### src/rtl/spi_cmd_pkg.sv
package spi_cmd_pkg;
    localparam int FRAME_BITS = 16;
    localparam int DRV_N      = 8;
    localparam int MON_W      = 3;
    localparam int NREG       = 2;
    localparam int CNT_W      = $clog2(FRAME_BITS + 2);
    localparam int CNT_MAX    = FRAME_BITS + 1;

    // Field placement is fixed by the serial format (bit 0 arrives first).
    typedef struct packed {
        logic             clr;
        logic [2:0]       spare;
        logic [MON_W-1:0] mon;
        logic [DRV_N-1:0] drv;
        logic             sel;
    } cmd_word_t;

    typedef struct packed {
        logic [DRV_N-1:0] drv;
        logic [MON_W-1:0] mon;
    } cmd_fields_t;

    function automatic logic [CNT_W-1:0] cnt_step(input logic [CNT_W-1:0] c);
        return (c >= CNT_W'(CNT_MAX)) ? c : c + 1'b1;
    endfunction
endpackage

### src/rtl/spi_sync_edge.sv
module spi_sync_edge #(
    parameter int   STAGES  = 2,
    parameter logic RST_VAL = 1'b0
) (
    input  logic clk,
    input  logic rst,
    input  logic a_i,
    output logic lvl_o,
    output logic rise_o,
    output logic fall_o
);
    logic [STAGES:0] sh;

    always_ff @(posedge clk) begin
        if (rst) sh <= {(STAGES+1){RST_VAL}};
        else     sh <= {sh[STAGES-1:0], a_i};
    end

    assign lvl_o  = sh[STAGES-1];
    assign rise_o = sh[STAGES-1] & ~sh[STAGES];
    assign fall_o = ~sh[STAGES-1] & sh[STAGES];
endmodule

### src/rtl/spi_frame_core.sv
module spi_frame_core
    import spi_cmd_pkg::*;
(
    input  logic                  clk,
    input  logic                  rst,
    input  logic                  csn_lvl,
    input  logic                  csn_rise,
    input  logic                  csn_fall,
    input  logic                  sck_rise,
    input  logic                  sck_fall,
    input  logic                  di_lvl,
    input  logic [FRAME_BITS-1:0] stat0_i,
    input  logic [FRAME_BITS-1:0] stat1_i,
    output logic                  do_o,
    output logic                  do_oe_o,
    output logic                  ok_o,
    output cmd_word_t             word_o
);
    logic [CNT_W-1:0]      cnt;
    logic [FRAME_BITS-1:0] in_sh;
    logic [FRAME_BITS-1:0] out_sh;

    always_ff @(posedge clk) begin
        if (rst) begin
            cnt     <= '0;
            in_sh   <= '0;
            out_sh  <= '0;
            do_oe_o <= 1'b0;
            ok_o    <= 1'b0;
        end else begin
            do_oe_o <= ~csn_lvl;
            ok_o    <= 1'b0;
            if (csn_fall) begin
                cnt    <= '0;
                out_sh <= stat0_i;
            end else if (csn_rise) begin
                ok_o <= (cnt == CNT_W'(FRAME_BITS));
                cnt  <= '0;
            end else if (!csn_lvl) begin
                if (sck_rise) begin
                    in_sh <= {di_lvl, in_sh[FRAME_BITS-1:1]};
                    cnt   <= cnt_step(cnt);
                    if (cnt == '0) out_sh <= di_lvl ? stat1_i : stat0_i;
                end else if (sck_fall && cnt != '0) begin
                    out_sh <= {1'b0, out_sh[FRAME_BITS-1:1]};
                end
            end
        end
    end

    assign do_o   = out_sh[0];
    assign word_o = cmd_word_t'(in_sh);
endmodule

### src/rtl/spi_cmd_bank.sv
module spi_cmd_bank
    import spi_cmd_pkg::*;
(
    input  logic        clk,
    input  logic        rst,
    input  logic        ok_i,
    input  cmd_word_t   word_i,
    output cmd_fields_t regs_o [NREG],
    output logic        commit_o,
    output logic        commit_idx_o,
    output logic        clr_req_o
);
    logic unused_spare;
    assign unused_spare = ^word_i.spare;

    for (genvar g = 0; g < NREG; g++) begin : g_reg
        always_ff @(posedge clk) begin
            if (rst)
                regs_o[g] <= '0;
            else if (ok_i && int'(word_i.sel) == g)
                regs_o[g] <= '{drv: word_i.drv, mon: word_i.mon};
        end
    end

    always_ff @(posedge clk) begin
        if (rst) begin
            commit_o     <= 1'b0;
            commit_idx_o <= 1'b0;
            clr_req_o    <= 1'b0;
        end else begin
            commit_o  <= ok_i;
            clr_req_o <= ok_i & word_i.clr;
            if (ok_i) commit_idx_o <= word_i.sel;
        end
    end
endmodule

### src/rtl/spi_cmd_slave.sv
module spi_cmd_slave
    import spi_cmd_pkg::*;
(
    input  logic                  clk,
    input  logic                  rst,
    input  logic                  csn_i,
    input  logic                  sclk_i,
    input  logic                  di_i,
    input  logic [FRAME_BITS-1:0] stat0_i,
    input  logic [FRAME_BITS-1:0] stat1_i,
    output logic                  do_o,
    output logic                  do_oe_o,
    output logic [DRV_N-1:0]      drv_en0_o,
    output logic [MON_W-1:0]      mon_sel0_o,
    output logic [DRV_N-1:0]      drv_en1_o,
    output logic [MON_W-1:0]      mon_sel1_o,
    output logic                  commit_o,
    output logic                  commit_idx_o,
    output logic                  clr_req_o
);
    logic csn_lvl, csn_rise, csn_fall;
    logic sck_lvl, sck_rise, sck_fall;
    logic di_lvl,  di_rise,  di_fall;
    logic ok;
    cmd_word_t   word;
    cmd_fields_t regs [NREG];
    logic unused_edges;

    assign unused_edges = sck_lvl ^ di_rise ^ di_fall;

    spi_sync_edge #(.STAGES(2), .RST_VAL(1'b1)) u_csn (
        .clk(clk), .rst(rst), .a_i(csn_i),
        .lvl_o(csn_lvl), .rise_o(csn_rise), .fall_o(csn_fall));
    spi_sync_edge #(.STAGES(2), .RST_VAL(1'b0)) u_sck (
        .clk(clk), .rst(rst), .a_i(sclk_i),
        .lvl_o(sck_lvl), .rise_o(sck_rise), .fall_o(sck_fall));
    spi_sync_edge #(.STAGES(2), .RST_VAL(1'b0)) u_di (
        .clk(clk), .rst(rst), .a_i(di_i),
        .lvl_o(di_lvl), .rise_o(di_rise), .fall_o(di_fall));

    spi_frame_core u_core (
        .clk(clk), .rst(rst),
        .csn_lvl(csn_lvl), .csn_rise(csn_rise), .csn_fall(csn_fall),
        .sck_rise(sck_rise), .sck_fall(sck_fall), .di_lvl(di_lvl),
        .stat0_i(stat0_i), .stat1_i(stat1_i),
        .do_o(do_o), .do_oe_o(do_oe_o), .ok_o(ok), .word_o(word));

    spi_cmd_bank u_bank (
        .clk(clk), .rst(rst), .ok_i(ok), .word_i(word), .regs_o(regs),
        .commit_o(commit_o), .commit_idx_o(commit_idx_o), .clr_req_o(clr_req_o));

    assign drv_en0_o  = regs[0].drv;
    assign mon_sel0_o = regs[0].mon;
    assign drv_en1_o  = regs[1].drv;
    assign mon_sel1_o = regs[1].mon;
endmodule

### config.mk
export PLATFORM = sky130hd
export DESIGN_NAME = spi_cmd_slave
export DESIGN_NICKNAME = d
export VERILOG_FILES = /design/src/rtl/spi_cmd_pkg.sv /design/src/rtl/spi_sync_edge.sv /design/src/rtl/spi_frame_core.sv /design/src/rtl/spi_cmd_bank.sv /design/src/rtl/spi_cmd_slave.sv
export SDC_FILE = /design/constraint.sdc
export NUM_CORES = 1
export LEC_CHECK = 0
export ABC_AREA = 1
export BUFFER_PORTS_ARGS = -buffer_cell sky130_fd_sc_hd__buf_2
export CAP_MARGIN = 20
export CORE_MARGIN = 2
export CORE_UTILIZATION = 29
export DETAILED_ROUTE_END_ITERATION = 6
export SETUP_SLACK_MARGIN = 0.4
export SYNTH_ARGS = -nofsm -noshare
export SYNTH_HDL_FRONTEND = slang
export SYNTH_HIERARCHICAL = 1
export SYNTH_SLANG_ARGS = --single-unit
### constraint.sdc
create_clock -name clk -period 1.6 [get_ports clk]
set_input_delay 0.08 -clock clk [delete_from_list [all_inputs] [get_ports clk]]
set_output_delay 0.08 -clock clk [all_outputs]
set_load 0.005 [all_outputs]
# Yosys cells after proc, flatten, opt, wreduce, memory -nomap -nowiden
# Index checks and enable logic that the tools add are counted.
[op_classes]
reduce_logical = 11
n_bitwise = 13
muxes = 7
add_sub_neg = 1
n_eq_ne = 4
magnitude_cmp = 1
[ops]
columns = ["op", "count"]
rows = [
  ["16-bit two-way mux", 7],
  ["1-bit inverter", 8],
  ["4-bit AND reduction", 2],
  ["3-bit OR reduction", 2],
  ["5-bit by 1-bit adder with 5-bit output, second input constant", 1],
  ["1-bit AND", 5],
  ["5-bit == test, second input constant", 1],
  ["5-bit greater-or-equal comparator, second input constant", 1],
  ["5-bit logical NOT", 1],
  ["5-bit nonzero test", 1],
  ["1-bit logical AND", 3],
  ["3-bit by 2-bit != test with 1-bit output, second input constant", 1],
  ["3-bit AND reduction", 1],
  ["3-bit nonzero test", 1],
  ["2-bit by 1-bit != test with 1-bit output, second input constant", 1],
  ["2-bit != test, second input constant", 1],
]
[word_totals]
regBits = 72
in_bits = 37
elab_cells = 52

# Longest topological paths before layout
[depth]
word_depth = 8
mapped_depth = 10
mapped_depth_nobuf = 9

# Modules after synthesis
# The synthesis kept the hierarchy.
[modules_own_cells]
columns = ["module", "area_per_inst_um2", "cells_each", "seq_area_each_um2", "instances"]
rows = [
  ["spi_frame_core", 2107.0, 316, 780.7, 1],
  ["spi_cmd_bank", 1003.5, 132, 500.5, 1],
  ["spi_sync_edge (u_di ...)", 93.8, 12, 60.1, 2],
  ["spi_sync_edge (u_csn)", 97.6, 13, 60.1, 1],
]

# Worst setup path after synthesis
# OpenSTA, ideal clock, no wires.
[synth_path]
path_type = "reg2reg"
from = "register u_csn.sh[1]"
to = "register u_core.out_sh[4]"
setup_time_ps = 113
slack_ps = 103
stages_incl_launch_ff = 10
arrival_ps = 1384
n_path_buf = 1
cell_sequence = "dfxtp_1 -> nor2_1 -> nor2_2 -> inv_4 -> nand2_4 -> buf_12 -> nor2_2 -> nor2_1 -> nor2_1 -> nor2_1"
[synth_between]
elab_chain_cells = 4
word_cells_on_any_way = 9
[synth_lines]
columns = ["item", "line", "text"]
rows = [
  ["from (decl)", "spi_sync_edge.sv:12", "logic [STAGES:0] sh;"],
  ["from (signal assigned)", "spi_sync_edge.sv:15", "if (rst) sh <= {(STAGES+1){RST_VAL}};"],
  ["from (signal assigned)", "spi_sync_edge.sv:16", "else sh <= {sh[STAGES-1:0], a_i};"],
  ["1-bit inverter (no line) (*)", "--", ""],
  ["1-bit AND (*)", "spi_sync_edge.sv:21", "assign fall_o = ~sh[STAGES-1] & sh[STAGES];"],
  ["via csn_fall", "spi_cmd_slave.sv:21", "logic csn_lvl, csn_rise, csn_fall;"],
  ["3-bit by 2-bit != test with 1-bit output (no line) (tied with other cells)", "--", ""],
  ["4-bit AND reduction (no line)", "--", ""],
  ["to (signal assigned)", "spi_frame_core.sv:35", "out_sh <= stat0_i;"],
  ["to (signal assigned)", "spi_frame_core.sv:43", "if (cnt == '0) out_sh <= di_lvl ? stat1_i : stat0_i;"],
  ["to (signal assigned)", "spi_frame_core.sv:45", "out_sh <= {1'b0, out_sh[FRAME_BITS-1:1]};"],
  ["to (decl)", "spi_frame_core.sv:21", "logic [FRAME_BITS-1:0] out_sh;"],
]
# Mark *: on every way through the listed nets, which the timed path passes. The rest lies on a longest branch.
# A chain may end at the register's enable or synchronous reset.

# Worst setup path after layout
[layout_path]
from = "register u_csn.sh[1]"
to = "register u_core.in_sh[15] (netlist: u_core/word_o[15])"
[layout_between]
elab_chain_cells = 4
word_cells_on_any_way = 6
[layout_lines]
columns = ["item", "line", "text"]
rows = [
  ["1-bit inverter (no line)", "--", ""],
  ["1-bit AND", "spi_sync_edge.sv:21", ""],
  ["via csn_fall", "spi_cmd_slave.sv:21", ""],
  ["1-bit inverter (no line)", "--", ""],
  ["4-bit AND reduction (no line)", "--", ""],
  ["to (signal assigned)", "spi_frame_core.sv:41", "in_sh <= {di_lvl, in_sh[FRAME_BITS-1:1]};"],
  ["to (decl)", "spi_frame_core.sv:20", "logic [FRAME_BITS-1:0] in_sh;"],
]
# The timed path passes the listed nets, and every way through them passes these cells.

==> results.txt <==
----------------------------------------------------
[Outcome]
  Run status ... complete, no violations

[Power]
  Portion of total power attributed to combinational logic ... 9.6%
  Max rail drop VDD ... 461.0 uV
  Leak pwr ... 1.938 nW
  Power Density ... 910.9 nW/um^2
  Pint ... 0.003047 W
  Sequential share of power ... 46.0%
  Net load switching power ... 0.0009880 W
  Switching Share ... 24.49%
  Share of power burned in the clock network ... 44.4%

[STA]
  Worst rel slew slack ... 71.05%
  Number of setup violations in the final report ... 0
  Total count of max-transition violations in the final report ... 0
  Final period util ... 86.74%
  Unrepaired setup endpoints after global routing ... true
  Final worst path period need ... 1.388 ns
  Hold WS ... 0.1154 ns
  Transition at the pin with the smallest max-transition slack ... 0.4338 ns
  Final Hold Viols ... 0
  Setup Skew ... 0.005369 ns
  Fmax ... 0.7206 GHz
  TNS Setup ... 0 ns

[Placed design]
  Final GP Congestion ... 0.8159
  Total of buffers placed on input and output ports ... 63
  Dpl hpwl ... 5.668 mm

[Synth]
  Cell Area, Synth ... 3357 sq um
  Synth Instances ... 479
  Net count after synthesis ... 519
  Mean cell area of the mapped netlist ... 7.008 sq um
  Number of warnings printed during yosys synthesis ... 6

[Floorplan]
  Die area ... 12450 sq um
  Die outline width ... 111.6 microns
  Die boundary height ... 111.6 microns
  Number of rows in the core area ... 39
  Placeable Area ... 11370 sq um
  Number of top-level design ports ... 64
  Starting density of the core ... 29.53%

[Clock tree]
  Clock buffer count from CTS ... 9
  Clk sink count ... 72
  Number of H-tree levels ... 3
  CTS tree ... built
  Clock Root Buffer ... sky130_fd_sc_hd__clkbuf_16
  Clock-pin slew on the worst setup and hold paths ... 0.06 ns
  Clock insertion delay at the later pin of the skew report ... 0.33 ns
  CTS max path bufs ... 2

[Global route]
  Pin count of the biggest net entering global routing ... 23
  Initial antenna violation count ... 0
  Global routing usage summed across all routing layers ... 13.22%
  Residual overflow from global routing ... 0
  Wire length of the first global-routing pass ... 13.61 mm
  Number of global-route vias before repair ... 2968

[Worst setup path]
  Cell repeated most along the worst path ... sky130_fd_sc_hd__nor2_4
  Data arrival time of the worst path ... 1.60 ns
  Delay contributed by the slowest stage of the critical path ... 0.38 ns
  Setup crit start kind ... flip-flop
  Worst-path cell chain ... nor2_4 > nor2_4 > buf_12 > nand2_8 > clkinv_8 > o21ai_0 > a21oi_2
  Maximum fanout encountered on the critical timing path ... 17
  Worst path top cell family by delay ... simple AND/OR/NAND/NOR gates
  Worst Path Buf+Inv ... 2
  Critical path required time ... 1.81 ns
  Critical path type ... flip-flop to flip-flop
  Critical Path Sink Type ... flip-flop
  CP max-delay cell ... sky130_fd_sc_hd__dfxtp_4

[Flow run]
  Total of max-cap violations ... 0

[Finish]
  Share of final-layout standard cells stronger than drive strength 1 ... 30.84%
  Filler instances ... 1159
  Final net count ... 596
  Antenna diodes ... 0
  Utilization after layout ... 38.96%
  Layout-stage area growth over the synthesis result ... 31.94%

[Routing]
  DRC marker count from the first detailed-route iteration ... 184
  Total wire length ... 8.198 mm
  Routed len/inst ... 11.64 microns
  Vias ... 3123
  1st-pass router iterations ... 4
  Routed Antenna Nets ... 0
  DR DRC count ... 0
  Per-cell via count in the routed design ... 4.436

[Hold path]
  Hold crit path type ... input pin to flip-flop

----------------------------------------------------
[final timing paths]
path / slack, ns / cells after the start / start / end
setup reg to reg: 0.21 / 7 / u_csn/sh[1] / u_core/word_o[15]
setup / recovery: 0.21 / 7 / u_csn/sh[1] / u_core/word_o[15]
hold reg to reg: 0.40 / 2 / u_csn/sh[0] / u_csn/sh[1]
hold / removal: 0.12 / 5 / stat0_i[0] / u_core/out_sh[0]
[sequential cells by signal, summed over array words and instances, names as in the netlist, 2 cells and up]
signal and cells:
u_core/word_o 16, u_sck/sh 3, u_di/sh 2, u_core/out_sh 16
u_core/cnt 5, u_bank/regs_o 22, u_csn/sh 3
[final cells by class]
cell class | instances | area, sq um | share of cell area (%)
clock buffers | 11 | 232.7 | 5.254
clock inverters | 5 | 33.78 | 0.7627
inverters | 52 | 215.2 | 4.859
multi-input cells | 335 | 1739 | 39.27
flip-flops and latches | 72 | 1455 | 32.85
well taps | 143 | 178.9 | 4.040
repair buffers | 86 | 574.3 | 12.97
[power by group through the flow]
stage / registers (W) / clock network [W] / logic [W]
final: 0.00186 / 0.00179 / 0.000387
after floorplan: 0.00189 / 0 / 0.000234
after CTS: 0.00186 / 0.00184 / 0.000363
after detailed placement: 0.00190 / 0 / 0.000325
after global placement: 0.00190 / 0 / 0.000318
after global routing: 0.00186 / 0.00192 / 0.000438
[worst reg2reg max path, cell delays in order (launching register included)]
cell,delay [ns]
sky130_fd_sc_hd__dfxtp_4,0.38
sky130_fd_sc_hd__nor2_4,0.21
sky130_fd_sc_hd__nor2_4,0.09
sky130_fd_sc_hd__buf_12,0.13
sky130_fd_sc_hd__nand2_8,0.10
sky130_fd_sc_hd__clkinv_8,0.10
sky130_fd_sc_hd__o21ai_0,0.21
sky130_fd_sc_hd__a21oi_2,0.04
[per-layer routing]
metal | track usage, % | vias up | part of all wire (%)
met5 | 0 | - | 0
met1 | 16.74 | 1414 | 48
met4 | 6.173 | 0 | 1.3
li1 | - | 1648 | -
met2 | 22.07 | 53 | 47
met3 | 2.177 | 8 | 3.6
[per-stage QoR]
step	total power (W)	area, sq um	setup WS [ns]	cells
global placement	0.002214	3821	0.1559	674
CTS	0.004056	4262	0.2240	699
floorplan	0.002125	3430	0.3316	479
finish	0.004035	4429	0.2122	704
detailed placement	0.002222	3821	0.1068	674
global route	0.004222	4429	0.1351	704
[cell usage in the layout (no fill, tap or decap), drive strengths merged]
master / n
clkinvlp: 2
ha: 3
clkbuf: 12
nand4: 2
nor3: 1
xnor2: 1
xor2: 2
dfxtp: 72
buf: 82
nand2: 72
nor2: 150
inv: 51
o21ai: 33
nand3: 54
clkinv: 4
a21oi: 17
dlygate4sd3: 3
[timing repair]
item | CTS | global route
endpoints found under the hold margin | 3 | 0
gates cloned | 1 | 1
setup buffers | 5 | 4
endpoints found under the setup margin | 48 | 58
pin swaps | 19 | 7
gates resized for setup | 23 | 30
hold buffers | 3 | 0
Power figures use the tool's default switching activity.
